==> src/rtl/dda_pkg.sv <==
package dda_pkg;
  localparam int FX_W   = 32;
  localparam int FRAC_W = 12;
  localparam int V_CEIL_INT    = 15;
  localparam int H_CEIL_2B_INT = 8;
  localparam int H_CEIL_4B_INT = 4;

  typedef enum logic [1:0] {
    AX_H = 2'd0,
    AX_V = 2'd1
  } axis_e;

  // shift amount applied for the effective pixel size
  function automatic logic [1:0] bpp_shift(input logic [2:0] bpp);
    return (bpp == 3'd2) ? 2'd1 : 2'd2;
  endfunction
endpackage

==> src/rtl/dda_div.sv <==
module dda_div #(
  parameter int NUM_W  = 32,
  parameter int DEN_W  = 32,
  parameter int FRAC_W = 12
) (
  input  logic                      clk,
  input  logic                      rst,
  input  logic                      start,
  input  logic [NUM_W-1:0]          num,
  input  logic [DEN_W-1:0]          den,
  output logic                      done,
  output logic [NUM_W+FRAC_W-1:0]   quo
);
  localparam int QW = NUM_W + FRAC_W;
  localparam int CW = $clog2(QW);

  logic [QW-1:0]    dvd;
  logic [DEN_W:0]   rem;
  logic [DEN_W-1:0] den_q;
  logic [CW-1:0]    cnt;
  logic             run;

  logic [DEN_W:0]   rem_sh;
  logic [DEN_W+1:0] diff;
  logic             ge;

  always_comb begin
    rem_sh = {rem[DEN_W-1:0], dvd[QW-1]};
    diff   = {1'b0, rem_sh} - {2'b00, den_q};
    ge     = ~diff[DEN_W+1];
  end

  always_ff @(posedge clk) begin
    if (rst) begin
      dvd   <= '0;
      rem   <= '0;
      den_q <= '0;
      cnt   <= '0;
      run   <= 1'b0;
      done  <= 1'b0;
    end else begin
      done <= 1'b0;
      if (start) begin
        dvd   <= {num, {FRAC_W{1'b0}}};
        rem   <= '0;
        den_q <= den;
        cnt   <= '0;
        run   <= 1'b1;
      end else if (run) begin
        rem <= ge ? diff[DEN_W:0] : rem_sh;
        dvd <= {dvd[QW-2:0], ge};
        cnt <= cnt + 1'b1;
        if (cnt == CW'(QW - 1)) begin
          run  <= 1'b0;
          done <= 1'b1;
        end
      end
    end
  end

  assign quo = dvd;

  AST_DONE_ENDS_RUN: assert property (@(posedge clk) disable iff (rst)
    done |-> !run);
endmodule

==> src/rtl/dda_cfg.sv <==
module dda_cfg #(
  parameter int FX_W   = dda_pkg::FX_W,
  parameter int FRAC_W = dda_pkg::FRAC_W,
  parameter int OUT_W  = 16,
  parameter int BPP_W  = 3,
  localparam int INT_W = FX_W - FRAC_W,
  localparam int OFF_W = INT_W + 2,
  localparam int QW    = FX_W + FRAC_W
) (
  input  logic              clk,
  input  logic              rst,
  input  logic              cfg_load,
  input  logic [FX_W-1:0]   src_w,
  input  logic [FX_W-1:0]   src_h,
  input  logic [FX_W-1:0]   start_x,
  input  logic [FX_W-1:0]   start_y,
  input  logic [OUT_W-1:0]  out_w,
  input  logic [OUT_W-1:0]  out_h,
  input  logic [BPP_W-1:0]  bpp,
  output logic              seed,
  output logic              step_valid,
  output logic [FX_W-1:0]   h_step,
  output logic [FX_W-1:0]   v_step,
  output logic [FRAC_W-1:0] h_init,
  output logic [FRAC_W-1:0] v_init,
  output logic [INT_W-1:0]  x_int0,
  output logic [INT_W-1:0]  y_int0,
  output logic [1:0]        pix_shift,
  output logic              warn,
  output logic [OFF_W-1:0]  line_bytes,
  output logic [OFF_W-1:0]  x_byte_off,
  output logic [INT_W-1:0]  y_line_off
);
  import dda_pkg::*;

  localparam logic [FX_W-1:0] ONE_FX = FX_W'(1) << FRAC_W;
  localparam logic [QW-1:0] V_CEIL  = QW'(V_CEIL_INT)    << FRAC_W;
  localparam logic [QW-1:0] H_CEIL2 = QW'(H_CEIL_2B_INT) << FRAC_W;
  localparam logic [QW-1:0] H_CEIL4 = QW'(H_CEIL_4B_INT) << FRAC_W;

  logic [FX_W-1:0]  num  [2];
  logic [FX_W-1:0]  den  [2];
  logic [QW-1:0]    quo  [2];
  logic [1:0]       done;
  logic             is2b;
  logic [1:0]       shift_in;
  logic [QW-1:0]    h_ceil;

  assign shift_in = bpp_shift(3'(bpp));

  genvar g;
  generate
    for (g = 0; g < 2; g++) begin : g_axis
      logic [FX_W-1:0]  src;
      logic [OUT_W-1:0] outn;
      assign src  = (g == int'(AX_H)) ? src_w : src_h;
      assign outn = (g == int'(AX_H)) ? out_w : out_h;
      always_comb begin
        num[g] = (src >= ONE_FX) ? (src - ONE_FX) : '0;
        den[g] = (outn > OUT_W'(1)) ? (FX_W'(outn - 1'b1) << FRAC_W) : ONE_FX;
      end
      dda_div #(.NUM_W(FX_W), .DEN_W(FX_W), .FRAC_W(FRAC_W)) div_i (
        .clk   (clk),
        .rst   (rst),
        .start (cfg_load),
        .num   (num[g]),
        .den   (den[g]),
        .done  (done[g]),
        .quo   (quo[g])
      );
    end
  endgenerate

  assign seed   = done[0];
  assign h_ceil = is2b ? H_CEIL2 : H_CEIL4;

  always_ff @(posedge clk) begin
    if (rst) begin
      step_valid <= 1'b0;
      h_step     <= '0;
      v_step     <= '0;
      h_init     <= '0;
      v_init     <= '0;
      x_int0     <= '0;
      y_int0     <= '0;
      pix_shift  <= '0;
      is2b       <= 1'b0;
      warn       <= 1'b0;
      line_bytes <= '0;
      x_byte_off <= '0;
      y_line_off <= '0;
    end else if (cfg_load) begin
      step_valid <= 1'b0;
      h_init     <= start_x[FRAC_W-1:0];
      v_init     <= start_y[FRAC_W-1:0];
      x_int0     <= start_x[FX_W-1:FRAC_W];
      y_int0     <= start_y[FX_W-1:FRAC_W];
      pix_shift  <= shift_in;
      is2b       <= (bpp == BPP_W'(2));
      if (bpp != BPP_W'(2) && bpp != BPP_W'(4)) warn <= 1'b1;
      line_bytes <= OFF_W'(src_w[FX_W-1:FRAC_W]) << shift_in;
      x_byte_off <= OFF_W'(start_x[FX_W-1:FRAC_W]) << shift_in;
      y_line_off <= start_y[FX_W-1:FRAC_W];
    end else if (seed) begin
      step_valid <= 1'b1;
      h_step     <= (quo[0] > h_ceil) ? h_ceil[FX_W-1:0] : quo[0][FX_W-1:0];
      v_step     <= (quo[1] > V_CEIL) ? V_CEIL[FX_W-1:0] : quo[1][FX_W-1:0];
    end
  end

  AST_DIV_LOCKSTEP: assert property (@(posedge clk) disable iff (rst)
    done[0] == done[1]);
  AST_VSTEP_CEIL: assert property (@(posedge clk) disable iff (rst)
    step_valid |-> (v_step <= V_CEIL[FX_W-1:0]));
  AST_HSTEP_CEIL: assert property (@(posedge clk) disable iff (rst)
    step_valid |-> (h_step <= H_CEIL2[FX_W-1:0]));
  AST_WARN_STICKY: assert property (@(posedge clk) disable iff (rst)
    warn |=> warn);
  AST_LOAD_INVALIDATES: assert property (@(posedge clk) disable iff (rst)
    cfg_load |=> !step_valid);
endmodule

==> src/rtl/dda_walk.sv <==
module dda_walk #(
  parameter int FX_W   = dda_pkg::FX_W,
  parameter int FRAC_W = dda_pkg::FRAC_W,
  localparam int INT_W = FX_W - FRAC_W,
  localparam int OFF_W = INT_W + 2
) (
  input  logic              clk,
  input  logic              rst,
  input  logic              seed,
  input  logic              step_valid,
  input  logic              line_start,
  input  logic              pix_adv,
  input  logic [FX_W-1:0]   h_step,
  input  logic [FX_W-1:0]   v_step,
  input  logic [FRAC_W-1:0] h_init,
  input  logic [FRAC_W-1:0] v_init,
  input  logic [INT_W-1:0]  x_int0,
  input  logic [INT_W-1:0]  y_int0,
  input  logic [1:0]        pix_shift,
  output logic [INT_W-1:0]  x_idx,
  output logic [FRAC_W-1:0] x_frac,
  output logic [INT_W-1:0]  y_idx,
  output logic [FRAC_W-1:0] y_frac,
  output logic [OFF_W-1:0]  pix_off
);
  logic [FX_W-1:0]  h_acc, v_acc, h_nxt, v_nxt;
  logic [INT_W-1:0] x_idx_nxt;

  always_comb begin
    h_nxt = h_acc;
    v_nxt = v_acc;
    if (seed) begin
      h_nxt = FX_W'(h_init);
      v_nxt = FX_W'(v_init);
    end else if (step_valid) begin
      if (line_start) begin
        h_nxt = FX_W'(h_init);
        v_nxt = v_acc + v_step;
      end else if (pix_adv) begin
        h_nxt = h_acc + h_step;
      end
    end
    x_idx_nxt = x_int0 + h_nxt[FX_W-1:FRAC_W];
  end

  always_ff @(posedge clk) begin
    if (rst) begin
      h_acc   <= '0;
      v_acc   <= '0;
      x_idx   <= '0;
      x_frac  <= '0;
      y_idx   <= '0;
      y_frac  <= '0;
      pix_off <= '0;
    end else begin
      h_acc   <= h_nxt;
      v_acc   <= v_nxt;
      x_idx   <= x_idx_nxt;
      x_frac  <= h_nxt[FRAC_W-1:0];
      y_idx   <= y_int0 + v_nxt[FX_W-1:FRAC_W];
      y_frac  <= v_nxt[FRAC_W-1:0];
      pix_off <= OFF_W'(x_idx_nxt) << pix_shift;
    end
  end

  AST_HOLD_WHILE_INVALID: assert property (@(posedge clk) disable iff (rst)
    (!step_valid && !seed) |=> ($stable(x_frac) && $stable(y_frac)));
  AST_LINE_KEEPS_VFRAC_ON_ADV: assert property (@(posedge clk) disable iff (rst)
    (step_valid && pix_adv && !line_start && !seed) |=> $stable(y_frac));
endmodule

==> src/rtl/dda_src_stepper.sv <==
module dda_src_stepper #(
  parameter int FX_W   = dda_pkg::FX_W,
  parameter int FRAC_W = dda_pkg::FRAC_W,
  parameter int OUT_W  = 16,
  parameter int BPP_W  = 3,
  localparam int INT_W = FX_W - FRAC_W,
  localparam int OFF_W = INT_W + 2
) (
  input  logic              clk,
  input  logic              rst,
  input  logic              cfg_load,
  input  logic [FX_W-1:0]   cfg_src_w,
  input  logic [FX_W-1:0]   cfg_src_h,
  input  logic [FX_W-1:0]   cfg_start_x,
  input  logic [FX_W-1:0]   cfg_start_y,
  input  logic [OUT_W-1:0]  cfg_out_w,
  input  logic [OUT_W-1:0]  cfg_out_h,
  input  logic [BPP_W-1:0]  cfg_bpp,
  input  logic              line_start,
  input  logic              pix_adv,
  output logic              step_valid,
  output logic [FX_W-1:0]   h_step,
  output logic [FX_W-1:0]   v_step,
  output logic              cfg_warn,
  output logic [OFF_W-1:0]  line_bytes,
  output logic [OFF_W-1:0]  x_byte_off,
  output logic [INT_W-1:0]  y_line_off,
  output logic [INT_W-1:0]  src_x_idx,
  output logic [FRAC_W-1:0] src_x_frac,
  output logic [INT_W-1:0]  src_y_idx,
  output logic [FRAC_W-1:0] src_y_frac,
  output logic [OFF_W-1:0]  pix_byte_off
);
  logic              seed;
  logic [FRAC_W-1:0] h_init, v_init;
  logic [INT_W-1:0]  x_int0, y_int0;
  logic [1:0]        pix_shift;

  dda_cfg #(.FX_W(FX_W), .FRAC_W(FRAC_W), .OUT_W(OUT_W), .BPP_W(BPP_W)) cfg_i (
    .clk        (clk),
    .rst        (rst),
    .cfg_load   (cfg_load),
    .src_w      (cfg_src_w),
    .src_h      (cfg_src_h),
    .start_x    (cfg_start_x),
    .start_y    (cfg_start_y),
    .out_w      (cfg_out_w),
    .out_h      (cfg_out_h),
    .bpp        (cfg_bpp),
    .seed       (seed),
    .step_valid (step_valid),
    .h_step     (h_step),
    .v_step     (v_step),
    .h_init     (h_init),
    .v_init     (v_init),
    .x_int0     (x_int0),
    .y_int0     (y_int0),
    .pix_shift  (pix_shift),
    .warn       (cfg_warn),
    .line_bytes (line_bytes),
    .x_byte_off (x_byte_off),
    .y_line_off (y_line_off)
  );

  dda_walk #(.FX_W(FX_W), .FRAC_W(FRAC_W)) walk_i (
    .clk        (clk),
    .rst        (rst),
    .seed       (seed),
    .step_valid (step_valid),
    .line_start (line_start),
    .pix_adv    (pix_adv),
    .h_step     (h_step),
    .v_step     (v_step),
    .h_init     (h_init),
    .v_init     (v_init),
    .x_int0     (x_int0),
    .y_int0     (y_int0),
    .pix_shift  (pix_shift),
    .x_idx      (src_x_idx),
    .x_frac     (src_x_frac),
    .y_idx      (src_y_idx),
    .y_frac     (src_y_frac),
    .pix_off    (pix_byte_off)
  );

  AST_SEED_RAISES_VALID: assert property (@(posedge clk) disable iff (rst)
    (seed && !cfg_load) |=> step_valid);
endmodule

==> config.mk <==
export PLATFORM = sky130hd
export DESIGN_NAME = dda_src_stepper
export DESIGN_NICKNAME = d
export VERILOG_FILES = /design/src/rtl/dda_pkg.sv /design/src/rtl/dda_div.sv /design/src/rtl/dda_cfg.sv /design/src/rtl/dda_walk.sv /design/src/rtl/dda_src_stepper.sv
export SDC_FILE = /design/constraint.sdc
export NUM_CORES = 1
export LEC_CHECK = 0
export BUFFER_PORTS_ARGS = -buffer_cell sky130_fd_sc_hd__buf_4
export CAP_MARGIN = 20
export CORE_MARGIN = 2
export CORE_UTILIZATION = 55
export CTS_BUF_LIST = sky130_fd_sc_hd__clkbuf_2
export CTS_CLUSTER_DIAMETER = 200
export DETAILED_ROUTE_END_ITERATION = 10
export GPL_TIMING_DRIVEN = 0
export PLACE_DENSITY = 0.76
export REMOVE_ABC_BUFFERS = 1
export SLEW_MARGIN = 15
export SYNTH_ARGS = -nofsm -noshare
export SYNTH_HDL_FRONTEND = slang
export SYNTH_HIERARCHICAL = 1
export SYNTH_SLANG_ARGS = --single-unit
==> constraint.sdc <==
create_clock -name clk -period 4.75 [get_ports clk]
set_input_delay 0.475 -clock clk [delete_from_list [all_inputs] [get_ports clk]]
set_output_delay 0.475 -clock clk [all_outputs]
set_load 0.05 [all_outputs]
==> flow_summary.toml, run 1 <==
[outcome]
status = "complete, but fails checks"
violations = "negative setup slack"

[global_route]
grt_usage_pct = 31.6
grt-ovfl-total = 0
antenna_found_initial = 6
grt_pass1_wl_um = 154000
grt_max_degree = 136
grt_pass1_vias = 30100

[worst_setup_path]
path_max_fanout = 4
critical_path_class = "flop to flop"
r2r_cells = 21
cp.arrival_ns = 6.07
worstPathRequired_ns = 5.99
crit_chain = "ha_4, a211o_1, a2111oi_4, o21bai_1, a21oi_2, o21bai_1, a21oi_2, o21bai_1, mux2i_1, nor2_2, fa_2, nor2b_2, o21ai_2, a21o_1, a2111oi_4, nor2_2, a31oi_1, xnor2_1, mux2i_1, o2bb2ai_1, a31o_1"
critPathLaunchType = "flop"
cpMostUsedCell = "o21bai_1"
slowest_stage = "a2111oi_4"
end_kind = "flop"
r2r_setup_slack_ns = -0.08
slowest_delay_ns = 0.42

[sta]
period_needed_ns = 4.83
tns_ns = -0.153
fin_skew_ns = 0.104
relSlewSlack_pct = 29.5
rsz0062_at_grt = "yes"
max_freq_ghz = 0.207
min_period_over_period_pct = 102
slew_violations = 0
whs_ns = 0.139
hold_viol = 0
finalWorstSetupSlack_ns = -0.0811
worst_pin_slew_ns = 1.06
setup_violations = 4

[clock_tree]
clk_pin_slew_ns = 0.10
cts_sinks = 533
cts_max_path_buffers = 3
cts_buffers = 145
cts_tree = "built"
clk_latency_ns = 1.41
htree_levels = 4
cts_root_buf = "clkbuf_2"

[min_path]
hold_class = "primary input to flop"
hold_depth = 5

[layout]
drive_gt1_share_pct = 18.8
nets = 4895
post-route-cell-area_um2 = 41000
layout_commonest_cell = "nor2_1"
instances_no_fill = 5408
syn_to_final_growth_pct = 31.6
mostFrequentLayoutCells = "nor2_1, dfxtp_1, buf_4"

[detailed_routing]
drc = 0
vias = 30900
wl_um = 96800
drt_pass1_iterations = 6
drtIter0Drc = 2185
post_drt_wl_per_cell_um = 17.9
routed_via_density = 5.71
antenna_left = 0

[place]
gp_congestion = 0.895
dp.cells = 4689
place_area_um2 = 34500
dpl.hpwl_um = 56600
post-place-ws_ns = -0.676
port_buffers = 383

[job]
timing.max_cap.violations = 0

[power]
clkPwrFrac_pct = 31.7
p_per_area_nw_per_um2 = 267
switching_share_pct = 34.1
vdd_drop_max_v = 0.000228
comb_power_share_pct = 24.5
switchingPower_mw = 3.73
internal-power_mw = 7.22
seqPwrFrac_pct = 43.8
static-leakage-power_nw = 18.2

[synth]
ys_warn_count = 6
syn-mean-instance-area_um2 = 8.30
synth_cells = 3758
syn_area_um2 = 31200

[floorplanning]
die_height_um = 242
rows = 87
coreArea_um2 = 56200
die_area_um2 = 58600
io_pins = 384
initial_core_util_pct = 55.5
die_w_um = 242
routing by layer:
| metal | up-vias | share of wire, % | track usage [%] |
|---|---|---|---|
| li1 | 14900 | - | - |
| met1 | 14400 | 42 | 38.9 |
| met2 | 1284 | 47 | 51.9 |
| met3 | 342 | 6.8 | 7.85 |
| met4 | 2 | 4.5 | 15.0 |
| met5 | - | 0.013 | 0 |
power by group through the flow:
stage	Clock, mW	Sequential [mW]	Combinational [mW]
after floorplan	0	5.07	1.36
after global placement	0	4.90	2.19
after detailed placement	0	4.88	2.28
after CTS	3.51	4.78	2.58
after global routing	3.79	4.81	2.91
final	3.48	4.79	2.68
critical path, delay by kind of cell, from the launching register on:
| kind | cells | cell delay, ns |
|---|---|---|
| xor+xnor | 1 | 0.21 |
| mux | 2 | 0.37 |
| simple gates | 3 | 0.39 |
| fa+ha+maj | 2 | 0.64 |
| flops | 1 | 0.38 |
| compound gates | 13 | 2.76 |
per-stage QoR:
stage	utilization, %	power, mW
6_report	73.0	10.9
5_1_grt	73.0	11.5
4_1_cts	71.8	10.9
3_5_place_dp	61.4	7.17
3_3_place_gp	60.3	7.10
2_1_floorplan	-	6.43
cell type report:
type | instances | area [µm²]
clock buffer | 201 | 1010
inverter | 133 | 499
timing repair buffer | 874 | 7970
clock inverter | 43 | 323
fill | 3905 | 15100
antenna | 10 | 25.0
tap | 756 | 946
multi-input combinational | 2858 | 19500
sequential | 533 | 10700
timing repair:
action | 4_1_cts | 5_1_grt
endpoints found under the hold margin | 371 | 0
pin swaps | 23 | 77
buffers inserted | 14 | 29
hold buffers | 420 | 0
resized for setup | 51 | 89
setup endpoints to repair | 25 | 25
sequential cells by signal (all words and copies together), names as in the netlist:
name                      cells
cfg_i/g_axis.div_i/quo       88
cfg_i/g_axis.div_i/den_q     64
cfg_i/g_axis.div_i/rem       64
cfg_i/h_step                 32
cfg_i/v_step                 32
cfg_i/line_bytes             22
cfg_i/x_byte_off             22
walk_i/pix_off               22
walk_i/h_acc                 21
walk_i/v_acc                 21
cfg_i/x_int0                 20
cfg_i/y_line_off             20
walk_i/x_idx                 20
walk_i/y_idx                 20
cfg_i/g_axis.div_i/cnt       12
cfg_i/h_init                 12
cfg_i/v_init                 12
walk_i/x_frac                11
walk_i/y_frac                11
cfg_i/g_axis.div_i/run        2
cfg_i/pix_shift               2
cfg_i/g_axis.div_i/done       1
cfg_i/step_valid              1
cfg_i/warn                    1
worst paths after layout:
check / from / end
setup / recovery: cfg_i/h_step[1]$_SDFFE_PP0P_ / walk_i/pix_off[19]$_SDFF_PP0_
hold / removal: cfg_out_w[15] / cfg_i/g_axis[0].div_i/den_q[27]$_SDFFE_PP0P_
setup reg to reg: cfg_i/h_step[1]$_SDFFE_PP0P_ / walk_i/pix_off[19]$_SDFF_PP0_
hold reg to reg: cfg_i/g_axis[0].div_i/cnt[5]$_SDFFE_PP0P_ / cfg_i/g_axis[0].div_i/done$_SDFF_PP0_
(Power assumes the default switching activity.)
==> inputs of run 2 (changes only) <==
--- a/config.mk
+++ b/config.mk
@@ -9,7 +9,7 @@
 export CAP_MARGIN = 20
 export CORE_MARGIN = 2
 export CORE_UTILIZATION = 55
-export CTS_BUF_LIST = sky130_fd_sc_hd__clkbuf_2
+export CTS_BUF_LIST = sky130_fd_sc_hd__clkbuf_8
 export CTS_CLUSTER_DIAMETER = 200
 export DETAILED_ROUTE_END_ITERATION = 10
 export GPL_TIMING_DRIVEN = 0
==> run 2 against run 1 <==
  * Register-to-register slack better by 0.099 ns
  * Critical path depth down 1
  * Clock power up 24%
  * Core utilization down 5.8 points
  * The flow now finishes without violations
  * Critical endpoint is now walk_i/pix_off[20]$_SDFF_PP0_
  * Fmax up 2.1%
  * Highest routed layer unchanged
==> flow_summary.toml, run 2 (synthesized netlist as in run 1, its figures left out) <==
[worst_setup_path]
r2r-start = "cfg_i/h_step[0]$_SDFFE_PP0P_"
crit_chain = "ha_4, inv_1, fa_2, nor2b_4, o31ai_2, a31o_2, a31oi_4, nor2_2, o31ai_2, a31oi_1, xor2_1, o21ai_1, ha_1, a2111oi_0, a21oi_2, o311ai_2, nand2b_1, xnor2_2, xnor2_2, a32o_1"
end_kind = "flop"
r2r-end = "walk_i/pix_off[20]$_SDFF_PP0_"
path_max_fanout = 4
r2r_cells = 20
slowest_delay_ns = 0.54
r2r_setup_slack_ns = 0.02
cp.arrival_ns = 5.30
worstPathRequired_ns = 5.32
slowest_stage = "a2111oi_0"
critPathLaunchType = "flop"
critical_path_class = "flop to flop"

[layout]
fillers = 4568
syn_to_final_growth_pct = 21.1
multi_input_area_um2 = 19500
nets = 4462
largest_register_ffs = 88
layout_commonest_cell = "nor2_1"
fin_util_pct = 67.2
seq_area_um2 = 10700
drive_gt1_share_pct = 18.6
instances_no_fill = 4943
mostFrequentLayoutCells = "nor2_1, dfxtp_1, buf_4"

[detailed_routing]
m1WireLength_um = 36400
drc = 0
vias = 27700
dr.max_layer_used = "met5"
routed_via_density = 5.60
post_drt_wl_per_cell_um = 16.5
route.met2.wl_um = 37500
drtIter0Drc = 1538
antenna_left = 0
wl_um = 81700
drt_pass1_iterations = 6
dr_wl_met3_um = 4860

[clock_tree]
clk_latency_ns = 0.69
cts_tree = "built"
cts_buffers = 92
cts_root_buf = "clkbuf_8"
htree_levels = 3
cts_sinks = 533
cts_max_path_buffers = 3
clk_pin_slew_ns = 0.06

[sta]
hold_viol = 0
slew_violations = 0
rsz0062_at_grt = "yes"
min_period_over_period_pct = 99.6
period_needed_ns = 4.73
fin_skew_ns = 0.0377
relSlewSlack_pct = 26.5
max_freq_ghz = 0.211
setup_violations = 0
worst_pin_slew_ns = 1.09

[floorplanning]
rows = 87
die_w_um = 242
initial_core_util_pct = 55.5
die_area_um2 = 58600
coreArea_um2 = 56200
io_pins = 384
die_height_um = 242

[place]
gp_congestion = 0.895
dpl.hpwl_um = 56600
dp.cells = 4689
port_buffers = 383

[min_path]
hold_class = "primary input to flop"
min-delay-start = "cfg_start_y[4]"
hold_depth = 3
hold_end = "cfg_i/v_init[4]$_SDFFE_PP0P_"

[global_route]
grt-ovfl-total = 0
grt_usage_pct = 26.8
grt_pass1_wl_um = 132000
grt_pass1_vias = 26100
antenna_found_initial = 7
grt_max_degree = 136

[power]
vdd_drop_max_v = 0.000292
static-leakage-power_nw = 16.7
p_per_area_nw_per_um2 = 303
power.total_mw = 11.5

[job]
timing.max_cap.violations = 0

[outcome]
status = "finished clean"
[run 2: worst max-delay path by stage]
stage | startpoint | end | slack [ns] | cells after the start
floorplan | cfg_bpp[0] | cfg_i/line_bytes[10]$_SDFFE_PP0P_ | -0.70 | 3
global placement | cfg_load | cfg_i/h_step[12]$_SDFFE_PP0P_ | -4.12 | 4
detailed placement | cfg_i/h_step[1]$_SDFFE_PP0P_ | walk_i/pix_off[16]$_SDFF_PP0_ | -0.68 | 21
CTS | cfg_i/h_step[4]$_SDFFE_PP0P_ | walk_i/pix_off[16]$_SDFF_PP0_ | 0.001 | 21
global route | cfg_i/h_step[0]$_SDFFE_PP0P_ | walk_i/pix_off[20]$_SDFF_PP0_ | -0.23 | 20
finish | cfg_i/h_step[0]$_SDFFE_PP0P_ | walk_i/pix_off[20]$_SDFF_PP0_ | 0.02 | 20
[run 2: critical path: cells and delay by family, from the launching register on]
kind                     cells  cell delay [ns]
AO/OA/AOI/OAI               10             2.46
XOR/XNOR                     3             0.53
adder cells (fa/ha/maj)      3             0.85
buffers and inverters        1             0.05
flip-flops                   1             0.37
AND/OR/NAND/NOR              3             0.37
[run 2: cell type report]
class,count,share of cell area (%)
Antenna cell,4,0.0265
Clock buffer,113,4.12
Clock inverter,52,0.862
Inverter,133,1.32
Multi-Input combinational cell,2858,51.7
Sequential cell,533,28.4
Tap cell,756,2.51
Timing Repair Buffer,494,11.1
[run 2: per-stage QoR]
stage                     cell area (µm²)  setup slack (ns)  hold WS (ns)  setup TNS [ns]
after detailed placement            34500            -0.676         0.451           -8.71
after CTS                           37200           0.00131      0.000424               0
after global placement              33900             -4.12         0.436         -539.93
after floorplan                     30100            -0.697         0.438          -30.32
after global routing                37700            -0.229        0.0103           -2.04
final                               37700            0.0182        0.0612               0
[run 2: power by group]
part	switching, mW	internal (mW)
Combinational	1.36	0.997
Clock	1.98	2.32
Sequential	0.142	4.65
[run 2: layer usage]
| metal | vias up | GRT usage [%] |
|---|---|---|
| met3 | 184 | 6.37 |
| met5 | - | 0 |
| met1 | 12900 | 34.4 |
| met2 | 621 | 43.3 |
| met4 | 6 | 10.5 |
| li1 | 13900 | - |
[run 2: timing repair]
action                                 4_1_cts  5_1_grt
pin swaps                                   28       63
setup endpoints to repair                   25       26
endpoints found under the hold margin       46        1
hold buffers                                44        1
resized for setup                           52       88
buffers inserted                            15       23
